===== src/rtl/wwc_pkg.sv =====
package wwc_pkg;
  localparam int DWORD_W = 32;
  localparam int WIDE_W  = 128;
  localparam int MEM_W   = 64;
  localparam int WIDE_DWORDS = WIDE_W / DWORD_W;

  typedef enum logic [1:0] {
    ACC_NARROW = 2'd0,
    ACC_MEM    = 2'd1,
    ACC_WIDE   = 2'd2,
    ACC_DESC   = 2'd3
  } acc_kind_e;
endpackage


===== src/rtl/wwc_decode.sv =====
module wwc_decode
  import wwc_pkg::*;
#(
  parameter int AW = 20,
  parameter int PAGE_SHIFT = 13,
  parameter logic [PAGE_SHIFT-1:0] DESC_OFF_A = 13'h830,
  parameter logic [PAGE_SHIFT-1:0] DESC_OFF_B = 13'hA10,
  parameter logic [PAGE_SHIFT-1:0] TIMER_OFF  = 13'h420,
  parameter logic [PAGE_SHIFT-1:0] NARROW_OFF = 13'h400
) (
  input  logic [AW-1:0] addr,
  output acc_kind_e     kind,
  output logic [1:0]    idx,
  output logic [AW-1:0] base,
  output logic          timer_clr
);
  localparam int PAGE_W = AW - 1 - PAGE_SHIFT;

  logic                  in_mem;
  logic [PAGE_SHIFT-1:0] off;
  logic [PAGE_SHIFT-1:0] off_wide;
  logic [PAGE_SHIFT-1:0] off_dw;
  logic [PAGE_W-1:0]     page;
  logic [1:0]            unused_low;

  assign in_mem     = addr[AW-1];
  assign off        = addr[PAGE_SHIFT-1:0];
  assign page       = addr[AW-2:PAGE_SHIFT];
  assign off_wide   = {off[PAGE_SHIFT-1:4], 4'b0000};
  assign off_dw     = {off[PAGE_SHIFT-1:2], 2'b00};
  assign unused_low = addr[1:0];

  always_comb begin
    kind      = ACC_WIDE;
    idx       = addr[3:2];
    base      = {addr[AW-1:4], 4'b0000};
    timer_clr = 1'b0;
    if (in_mem) begin
      kind = ACC_MEM;
      idx  = {1'b0, addr[2]};
      base = {addr[AW-1:3], 3'b000};
    end else if (off_wide == DESC_OFF_A || off_wide == DESC_OFF_B) begin
      kind = ACC_DESC;
    end else if (off[PAGE_SHIFT-1:8] == NARROW_OFF[PAGE_SHIFT-1:8]) begin
      kind      = ACC_NARROW;
      idx       = 2'd0;
      base      = {addr[AW-1:2], 2'b00};
      timer_clr = (page == '0) && (off_dw == TIMER_OFF);
    end
  end
endmodule


===== src/rtl/wwc_collector.sv =====
module wwc_collector
  import wwc_pkg::*;
#(
  parameter int AW = 20
) (
  input  logic                 clk,
  input  logic                 rst_n,
  input  logic                 acc,
  input  acc_kind_e            kind,
  input  logic [1:0]           idx,
  input  logic [AW-1:0]        base,
  input  logic [DWORD_W-1:0]   data,
  input  logic                 timer_clr,
  output logic                 cmt_wide,
  output logic                 cmt_mem,
  output logic [WIDE_W-1:0]    cmt_word
);
  logic [WIDE_DWORDS-1:0] c_mask;
  logic [AW-1:0]          c_base;
  logic                   c_mem;
  logic [WIDE_W-1:0]      c_data;

  logic                   is_mem;
  logic                   hit;
  logic [WIDE_DWORDS-1:0] held_mask;
  logic [WIDE_W-1:0]      held_data;
  logic [WIDE_DWORDS-1:0] m_mask;
  logic [WIDE_W-1:0]      m_data;
  logic                   full;
  logic                   desc_last;
  logic                   desc_drop;
  logic                   desc_full;

  assign is_mem    = (kind == ACC_MEM);
  assign hit       = (c_mask != '0) && (c_base == base) && (c_mem == is_mem);
  assign held_mask = hit ? c_mask : '0;
  assign held_data = hit ? c_data : '0;
  assign m_mask    = held_mask | (WIDE_DWORDS'(1) << idx);

  for (genvar g = 0; g < WIDE_DWORDS; g++) begin : g_lane
    assign m_data[g*DWORD_W +: DWORD_W] =
      (idx == 2'(g)) ? data : held_data[g*DWORD_W +: DWORD_W];
  end

  assign full      = is_mem ? (&m_mask[1:0]) : (&m_mask);
  assign desc_last = (kind == ACC_DESC) && (idx == 2'd3);
  assign desc_drop = (kind == ACC_DESC) && (idx != 2'd3) && (c_mask != '0) && !hit;
  assign desc_full = hit && (&c_mask[2:0]);

  assign cmt_wide = acc && (((kind == ACC_WIDE) && full) || desc_last);
  assign cmt_mem  = acc && is_mem && full;

  always_comb begin
    if (desc_last)
      cmt_word = {data, (desc_full ? c_data[95:0] : 96'b0)};
    else if (is_mem)
      cmt_word = {{(WIDE_W-MEM_W){1'b0}}, m_data[MEM_W-1:0]};
    else
      cmt_word = m_data;
  end

  always_ff @(posedge clk or negedge rst_n) begin
    if (!rst_n) begin
      c_mask <= '0;
      c_base <= '0;
      c_mem  <= 1'b0;
      c_data <= '0;
    end else if (acc) begin
      if (kind == ACC_NARROW) begin
        if (timer_clr) c_mask <= '0;
      end else if (cmt_wide || cmt_mem) begin
        c_mask <= '0;
      end else if (!desc_drop) begin
        c_mask <= m_mask;
        c_base <= base;
        c_mem  <= is_mem;
        c_data <= m_data;
      end
    end
  end

  assert_commit_empties_R10: assert property (@(posedge clk) disable iff (!rst_n)
    (cmt_wide || cmt_mem) |=> (c_mask == '0));

  assert_desc_drop_keeps_R7: assert property (@(posedge clk) disable iff (!rst_n)
    (acc && desc_drop) |=> ($stable(c_mask) && $stable(c_base) && $stable(c_data)));

  assert_timer_clear_R8: assert property (@(posedge clk) disable iff (!rst_n)
    (acc && kind == ACC_NARROW && timer_clr) |=> (c_mask == '0));

  assert_mem_mask_R3: assert property (@(posedge clk) disable iff (!rst_n)
    c_mem |-> (c_mask[3:2] == 2'b00));
endmodule


===== src/rtl/wwc_commit_regs.sv =====
module wwc_commit_regs
  import wwc_pkg::*;
#(
  parameter int AW = 20
) (
  input  logic               clk,
  input  logic               rst_n,
  input  logic               wide_fire,
  input  logic               mem_fire,
  input  logic               dir_fire,
  input  logic [AW-1:0]      base,
  input  logic [WIDE_W-1:0]  word,
  input  logic [DWORD_W-1:0] dir_word,
  output logic               reg_valid,
  output logic [AW-1:0]      reg_addr,
  output logic [WIDE_W-1:0]  reg_data,
  output logic               mem_valid,
  output logic [AW-1:0]      mem_addr,
  output logic [MEM_W-1:0]   mem_data,
  output logic               dir_valid,
  output logic [AW-1:0]      dir_addr,
  output logic [DWORD_W-1:0] dir_data
);
  always_ff @(posedge clk or negedge rst_n) begin
    if (!rst_n) begin
      reg_valid <= 1'b0;
      mem_valid <= 1'b0;
      dir_valid <= 1'b0;
      reg_addr  <= '0;
      reg_data  <= '0;
      mem_addr  <= '0;
      mem_data  <= '0;
      dir_addr  <= '0;
      dir_data  <= '0;
    end else begin
      reg_valid <= wide_fire;
      mem_valid <= mem_fire;
      dir_valid <= dir_fire;
      if (wide_fire) begin
        reg_addr <= base;
        reg_data <= word;
      end
      if (mem_fire) begin
        mem_addr <= base;
        mem_data <= word[MEM_W-1:0];
      end
      if (dir_fire) begin
        dir_addr <= base;
        dir_data <= dir_word;
      end
    end
  end

  assert_one_port_R10: assert property (@(posedge clk) disable iff (!rst_n)
    $onehot0({reg_valid, mem_valid, dir_valid}));

  assert_reg_align_R2: assert property (@(posedge clk) disable iff (!rst_n)
    reg_valid |-> (reg_addr[3:0] == 4'h0));

  assert_mem_align_R3: assert property (@(posedge clk) disable iff (!rst_n)
    mem_valid |-> (mem_addr[2:0] == 3'h0));
endmodule


===== src/rtl/wide_write_collector.sv =====
module wide_write_collector
  import wwc_pkg::*;
#(
  parameter int AW = 20,
  parameter int PAGE_SHIFT = 13,
  parameter logic [PAGE_SHIFT-1:0] DESC_OFF_A = 13'h830,
  parameter logic [PAGE_SHIFT-1:0] DESC_OFF_B = 13'hA10,
  parameter logic [PAGE_SHIFT-1:0] TIMER_OFF  = 13'h420,
  parameter logic [PAGE_SHIFT-1:0] NARROW_OFF = 13'h400
) (
  input  logic           clk,
  input  logic           rst_n,
  input  logic           wr_valid,
  output logic           wr_ready,
  input  logic [AW-1:0]  wr_addr,
  input  logic [31:0]    wr_data,
  output logic           reg_cmt_valid,
  output logic [AW-1:0]  reg_cmt_addr,
  output logic [127:0]   reg_cmt_data,
  output logic           mem_cmt_valid,
  output logic [AW-1:0]  mem_cmt_addr,
  output logic [63:0]    mem_cmt_data,
  output logic           dir_cmt_valid,
  output logic [AW-1:0]  dir_cmt_addr,
  output logic [31:0]    dir_cmt_data
);
  acc_kind_e          kind;
  logic [1:0]         idx;
  logic [AW-1:0]      base;
  logic               timer_clr;
  logic               acc;
  logic               cmt_wide;
  logic               cmt_mem;
  logic [WIDE_W-1:0]  cmt_word;

  assign wr_ready = 1'b1;
  assign acc      = wr_valid && wr_ready;

  wwc_decode #(
    .AW(AW), .PAGE_SHIFT(PAGE_SHIFT),
    .DESC_OFF_A(DESC_OFF_A), .DESC_OFF_B(DESC_OFF_B),
    .TIMER_OFF(TIMER_OFF), .NARROW_OFF(NARROW_OFF)
  ) u_dec (
    .addr(wr_addr), .kind(kind), .idx(idx), .base(base), .timer_clr(timer_clr)
  );

  wwc_collector #(.AW(AW)) u_col (
    .clk(clk), .rst_n(rst_n), .acc(acc), .kind(kind), .idx(idx),
    .base(base), .data(wr_data), .timer_clr(timer_clr),
    .cmt_wide(cmt_wide), .cmt_mem(cmt_mem), .cmt_word(cmt_word)
  );

  wwc_commit_regs #(.AW(AW)) u_out (
    .clk(clk), .rst_n(rst_n),
    .wide_fire(cmt_wide), .mem_fire(cmt_mem),
    .dir_fire(acc && kind == ACC_NARROW),
    .base(base), .word(cmt_word), .dir_word(wr_data),
    .reg_valid(reg_cmt_valid), .reg_addr(reg_cmt_addr), .reg_data(reg_cmt_data),
    .mem_valid(mem_cmt_valid), .mem_addr(mem_cmt_addr), .mem_data(mem_cmt_data),
    .dir_valid(dir_cmt_valid), .dir_addr(dir_cmt_addr), .dir_data(dir_cmt_data)
  );

  assert_desc_top_commits_R5: assert property (@(posedge clk) disable iff (!rst_n)
    (acc && kind == ACC_DESC && idx == 2'd3) |=> reg_cmt_valid);

  assert_narrow_bypass_R9: assert property (@(posedge clk) disable iff (!rst_n)
    (acc && kind == ACC_NARROW) |=> (dir_cmt_valid && !reg_cmt_valid && !mem_cmt_valid));
endmodule


===== config.mk =====
export PLATFORM = sky130hd
export DESIGN_NAME = wide_write_collector
export DESIGN_NICKNAME = d
export VERILOG_FILES = /design/src/rtl/wwc_pkg.sv /design/src/rtl/wwc_decode.sv /design/src/rtl/wwc_collector.sv /design/src/rtl/wwc_commit_regs.sv /design/src/rtl/wide_write_collector.sv
export SDC_FILE = /design/constraint.sdc
export NUM_CORES = 1
export LEC_CHECK = 0
export BUFFER_PORTS_ARGS = -buffer_cell sky130_fd_sc_hd__clkbuf_2
export CAP_MARGIN = 5
export CORE_MARGIN = 2
export CORE_UTILIZATION = 50
export CTS_CLUSTER_SIZE = 25
export DETAILED_ROUTE_END_ITERATION = 12
export PLACE_DENSITY = 0.8
export SLEW_MARGIN = 15
export SYNTH_ARGS = -nofsm -noshare
export SYNTH_HDL_FRONTEND = slang
export SYNTH_SLANG_ARGS = --single-unit

===== constraint.sdc =====
create_clock -name clk -period 2.82 [get_ports clk]
set_input_delay 0.564 -clock clk [delete_from_list [all_inputs] [get_ports clk]]
set_output_delay 0.564 -clock clk [all_outputs]
set_load 0.005 [all_outputs]

# Word-level counts from Yosys, hierarchy flattened

Cells that the tools add are included.

Eq/ne operators: 15
Shift operators: 1
Multiplexer cells: 26
Bitwise operators: 4
Reductions and logical operators: 26

Operators by type and width:

| operator              | count |
|---|---|
| $mux W128             | 3 |
| $mux W32              | 4 |
| $mux W96              | 1 |
| $mux W4               | 7 |
| $eq A20 B20 Y1        | 1 |
| $mux W20              | 1 |
| $eq A9 B8 Y1 const B  | 2 |
| $logic_and A1 B1 Y1   | 13 |
| $mux W2               | 6 |
| $eq A11 B9 Y1 const B | 1 |
| $eq A2 B2 Y1 const B  | 4 |
| $reduce_and A4 Y1     | 2 |
| $logic_not A6 Y1      | 1 |
| $reduce_and A3 Y1     | 2 |
| $eq A5 B3 Y1 const B  | 1 |
| $eq A2 B1 Y1 const B  | 2 |
| $logic_not A2 Y1      | 2 |
| $mux W1               | 4 |
| $ne A2 B2 Y1 const B  | 2 |
| $or A4 B4 Y4          | 1 |
| $reduce_bool A4 Y1    | 1 |
| $shl A1 B2 Y4 const A | 1 |
| $logic_or A1 B1 Y1    | 3 |
| $ne A3 B3 Y1 const B  | 1 |
| 4 further kinds       | 6 |

Register bits after elaboration: 440
Input port bits: 55
Output and inout port bits: 288

# Depth between registers and ports, before layout

Depth in word-level cells: 17
Gate-level depth with buffers: 13
Mapped depth without buffers: 9

# Cells and area by module

A second synthesis with hierarchy kept.

Cells, all modules: 1266
Area total of the unflattened synthesis: 18452.7 µm²

By module, submodules not included:

| module               | times used | cells each | area each (µm²) | seq. area each (µm²) |
|---|---|---|---|---|
| wwc_commit_regs      | 1          | 602        | 10655.2         | 7181.9 |
| wwc_collector        | 1          | 626        | 7514.7          | 3828.7 |
| wwc_decode           | 1          | 35         | 259.0           | 0.0 |
| wide_write_collector | 1          | 3          | 23.8            | 0.0 |

# Least setup slack after synthesis

Ideal clock, no wire load.

Path kind: input to register
Start point: input wr_addr[9]
End point: register u_col.c_base[14]
Arrival time: 2.931 ns
Data required time: 2.695 ns
Path slack: -0.236 ns
Cell stages on the path: 11
Cell sequence: buf_6 -> or3b_4 -> nor3_1 -> a21oi_1 -> o21a_1 -> o22a_1 -> nand2_2 -> inv_2 -> nor3_4 -> buf_4 -> mux2_2

Word-level cells in the longest chain between the ends: 17
Elaborated cells between the ends (all ways): 44

RTL lines:

| item                                                          | line                                     | source |
|---|---|---|
| from (decl)                                                   | wide_write_collector.sv:15               | `input logic [AW-1:0] wr_addr,` |
| $eq A5 B3 Y1 / $eq A9 B8 Y1 (equally long branches)           | wwc_decode.sv:44, wwc_decode.sv:42       |  |
| $mux W4 (tied with other cells)                               | wwc_decode.sv:44                         | `end else if (off[PAGE_SHIFT-1:8] == NARROW_OFF[PAGE_SHIFT-1:8]) begin` |
| $mux W4 / $mux W2 (equally long branches)                     | wwc_decode.sv:42                         | `end else if (off_wide == DESC_OFF_A \|\| off_wide == DESC_OFF_B) begin` |
| $mux W20 / $mux W2 (equally long branches)                    | wwc_decode.sv:38                         | `if (in_mem) begin` |
| $eq A20 B20 Y1 / $eq A2 B1 Y1 (equally long branches)         | wwc_collector.sv:35, wwc_collector.sv:34 |  |
| $logic_and A1 B1 Y1 / $eq A1 B1 Y1 (equally long branches)    | wwc_collector.sv:35                      | `assign hit = (c_mask != '0) && (c_base == base) && (c_mem == is_mem);` |
| $logic_and A1 B1 Y1                                           | wwc_collector.sv:35                      |  |
| $mux W4                                                       | wwc_collector.sv:36                      | `assign held_mask = hit ? c_mask : '0;` |
| $or A4 B4 Y4                                                  | wwc_collector.sv:38                      | `assign m_mask = held_mask \| (WIDE_DWORDS'(1) << idx);` |
| $reduce_and A4 Y1 / $reduce_and A2 Y1 (equally long branches) | wwc_collector.sv:45                      | `assign full = is_mem ? (&m_mask[1:0]) : (&m_mask);` |
| $mux W1                                                       | wwc_collector.sv:45                      |  |
| $logic_and A1 B1 Y1                                           | wwc_collector.sv:50                      | `assign cmt_wide = acc && (((kind == ACC_WIDE) && full) \|\| desc_last);` |
| $logic_or A1 B1 Y1                                            | wwc_collector.sv:50                      |  |
| $logic_and A1 B1 Y1                                           | wwc_collector.sv:50                      |  |
| $logic_or A1 B1 Y1                                            | wwc_collector.sv:71                      | `end else if (cmt_wide \|\| cmt_mem) begin` |
| $not A1 Y1 (no source line)                                   | --                                       |  |
| $reduce_and A4 Y1 (no source line) *                          | --                                       |  |
| to (signal assigned)                                          | wwc_collector.sv:75                      | `c_base <= base;` |
| to (decl)                                                     | wwc_collector.sv:19                      | `logic [AW-1:0] c_base;` |

Mark *: on every way between the ends. The rest lies on a longest branch, timed or not.
A chain may end at the register's enable or synchronous reset.

# Final worst setup path

Start point: register u_col.c_base[16]
End point: register u_col.c_data[21]

Word-level cells in the longest chain between the ends: 13
Elaborated cells between the ends (all ways): 20

RTL lines:

| item                                                          | line                | source |
|---|---|---|
| $eq A20 B20 Y1 *                                              | wwc_collector.sv:35 |  |
| $logic_and A1 B1 Y1 * (2 in a row)                            | wwc_collector.sv:35 |  |
| $mux W4                                                       | wwc_collector.sv:36 |  |
| $or A4 B4 Y4                                                  | wwc_collector.sv:38 |  |
| $reduce_and A4 Y1 / $reduce_and A2 Y1 (equally long branches) | wwc_collector.sv:45 |  |
| $mux W1                                                       | wwc_collector.sv:45 |  |
| $logic_and A1 B1 Y1                                           | wwc_collector.sv:50 |  |
| $logic_or A1 B1 Y1                                            | wwc_collector.sv:50 |  |
| $logic_and A1 B1 Y1                                           | wwc_collector.sv:50 |  |
| $logic_or A1 B1 Y1                                            | wwc_collector.sv:71 |  |
| $not A1 Y1 (no source line)                                   | --                  |  |
| $reduce_and A4 Y1 (no source line)                            | --                  |  |
| to (signal assigned)                                          | wwc_collector.sv:77 | `c_data <= m_data;` |
| to (decl)                                                     | wwc_collector.sv:21 | `logic [WIDE_W-1:0] c_data;` |

Marked as above.

==> flow_summary.yaml <==
yosys:
  yosys-top-cells-area: "dfrtp_1 (63%), a22o_1 (6.5%), a22oi_1 (5.6%)"
  synth_flop_cell: "dfrtp_1"
  ys_seq_area_share_pct: 62.6
  avgSynthCellArea_sq_um: 11.7
  synthCells: 1483
  ys_seq_elements: 432
  synth_area_sq_um: 17300
  synth_edf_count: 0
  yosysTopAreaCell: "dfrtp_1"
  ys_types: 59
  async_flop_share_pct: 100
  synth_top_area_share_pct: 62.6
  yosysWarnings: 0
die:
  dieArea_sq_um: 36100
  die_height_um: 190
  core_area_sq_um: 34300
  start_util_pct: 50.4
  pin_count: 343
  rows: 68
  die_x_um: 190
setup_path:
  crit_chain: "xnor2_2, nand4_1, buf_4, nor4_4, o2111a_1, o22a_1, buf_6, a21oi_4, buf_4, buf_4, and3_4, a22o_1"
  cp_slowest_cell: "dfrtp_1"
  cpPeakStageDelay_ns: 0.42
  crit_arrival_ns: 3.34
  critPathBufInv: 4
  worstSetupEndpointType: "register"
  cp_common_cell: "buf_4"
  path_max_fanout: 9
  path_class: "register to register"
  start_kind: "register"
  critPathTopFamily: "simple AND/OR/NAND/NOR gates"
  required_ns: 3.25
timing:
  max_slew_margin_pct: 34.4
  finalSetupViolations: 103
  worst-slew-pin-transition_ns: 0.979
  fin_crit_sh_pct: 103
  min_period_ns: 2.92
  finalMaxSlewViolations: 0
  fmax_mhz: 343
  fin_ws_ns: -0.0959
  grt_setup_unrepaired: "yes"
  tns_ns: -3.03
  fin_skew_ns: 0.0133
  finalHoldViolations: 0
global_route:
  grt_max_degree: 96
  grt_pass1_wl_um: 79300
  overflow: 0
  grt_pass1_vias: 13600
  antenna_found_initial: 0
  track_usage_pct: 28.5
outcome:
  violations: "negative setup slack"
  outcome: "finished, violations left"
power_and_ir_drop:
  ir_worst_vdd_mv: 0.500
  leakagePower_nw: 10.9
  p_per_area_nw_per_um2: 664
clocking:
  htreeDepth: 2
  cts_root_buf: "clkbuf_16"
  cts_tree: "done"
  cts_sinks: 432
  clk-insertion-delay-late_ns: 0.55
  cts_buffer_depth: 3
  clkSlewWorstSetupHoldPaths_ns: 0.06
  cts_buffers: 44
cells_and_area:
  final_net_count: 1904
  n_antenna_cell: 0
  synthToLayoutAreaGrowth_pct: 27.4
  drive_above_1_share_pct: 35.2
  fin_area_sq_um: 22000
placed_design:
  gp_congestion: 0.857
  place_area_sq_um: 20100
  portBuffers: 333
  dp_hpwl_um: 33000
hold_path:
  hp-class: "input pin to async pin"
routing:
  vias_per_cell: 5.95
  drcViolationCount: 0
  detail-route-antenna-nets: 0
  firstDrtPassIters: 5
  num_vias: 13900
  drt-initial-drc-count: 1320
  drt-wirelength-per-cell_um: 22.3
  wl_um: 52100
job:
  max-cap-violations: 0
-- state kept, by name (all words and copies together), names as in the netlist --
name,count
u_col.c_data,128
u_out.reg_data,128
u_out.mem_data,64
u_out.dir_data,32
u_col.c_base,18
u_out.dir_addr,18
u_out.mem_addr,18
u_out.reg_addr,18
u_col.c_mask,4
u_col.c_mem,1
u_out.dir_valid,1
u_out.mem_valid,1
u_out.reg_valid,1
-- path summary, 6_finish.rpt --
kind                                     from            endpoint  slack, ns  cells after the start
min reg2reg                u_out.reg_addr[12]  u_out.reg_addr[12]       0.47                      2
max                          u_col.c_base[16]    u_col.c_data[21]       -0.1                     12
min                                     rst_n  u_out.dir_addr[11]       0.02                      1
max in group asynchronous               rst_n    u_col.c_data[51]       1.97                      2
min in group clk                  wr_addr[10]  u_out.reg_addr[10]       0.35                      3
max reg2reg                  u_col.c_base[16]    u_col.c_data[21]       -0.1                     12
-- synthesized netlist by cell type (all sizes together), types with 8 or more instances --
library cell,number
mux2,78
a22oi,129
dfrtp,432
o21ai,198
nand2,246
nand4,8
and2,12
xnor2,13
buf,72
a21oi,9
clkbuf,80
nor3,9
a22o,129
-- metrics by stage --
stage / hold WS [ns] / total power [mW] / setup WS [ns] / instances / util [%]
6_report: 0.0176 / 14.6 / -0.0959 / 2335 / 64.2
5_1_grt: 0.0660 / 15.1 / -0.140 / 2335 / 64.2
4_1_cts: 0.0503 / 14.6 / 0.00339 / 2328 / 63.9
3_5_place_dp: 0.453 / 8.49 / -0.349 / 2235 / 58.7
3_3_place_gp: 0.450 / 8.41 / -0.244 / 2235 / 58.7
2_1_floorplan: 0.268 / 7.63 / -0.114 / 1488 / -
-- logic make-up (layout without fill, tap and decap cells) --
| kind of cell | after synthesis | in the layout | share of synthesized area (%) |
|---|---|---|---|
| and+or+nand+nor | 310 | 313 | 7.76 |
| xor gates and xnor gates | 16 | 16 | 0.811 |
| muxes | 78 | 78 | 5.08 |
| DFF | 432 | 432 | 62.6 |
| other | 2 | 7 | 0.0435 |
| AOI/OAI and AO/OA | 489 | 489 | 19.5 |
| buffers and inverters | 156 | 545 | 4.19 |
-- cells in the final DEF (no fill, tap or decap), types with 4 or more instances in the layout --
master / n
nand3_1: 6
o21ai_1: 16
o211ai_1: 6
a21o_1: 5
and2_1: 10
buf_4: 100
nor2_1: 5
bufinv_16: 6
clkbuf_8: 10
clkbuf_1: 6
clkbuf_2: 332
a22o_1: 129
o21ai_0: 181
conb_1: 7
mux2_2: 75
xnor2_2: 10
a22oi_1: 128
clkbuf_16: 46
clkinv_2: 8
nor3_1: 4
a21oi_4: 5
dfrtp_1: 432
buf_12: 24
nand4_1: 8
nand2_1: 243
-- layer usage --
| metal | vias up | track usage [%] | share of wire (%) |
|---|---|---|---|
| met2 | 721 | 45.7 | 48 |
| met1 | 7027 | 38.5 | 40 |
| met5 | - | 0 | 0 |
| li1 | 6026 | - | - |
| met3 | 130 | 5.31 | 8.0 |
| met4 | 0 | 12.1 | 4.1 |
-- layout make-up --
class                           instances  area [sq um]
Timing Repair Buffer                  464          3040
Tap cell                              455           569
Clock buffer                           61          1290
Fill cell                            2593         12300
Sequential cell                       432         10800
Inverter                                4          17.5
Clock inverter                         16           236
Multi-Input combinational cell        903          6060
-- power breakdown --
part           total, mW  internal (mW)  switching [mW]
registers           6.89           6.62           0.261
clock network       6.12           3.72            2.40
logic               1.62          0.722           0.898
-- what timing repair did --
item                                    in CTS  in global routing
hold buffers                                 0                  0
pin swaps                                   18                 13
endpoints found under the setup margin     113                258
buffers inserted                            12                  5
gates resized for setup                     24                  9
gates cloned                                 6                  2
Note: power is estimated with default switching activity, not from simulation.
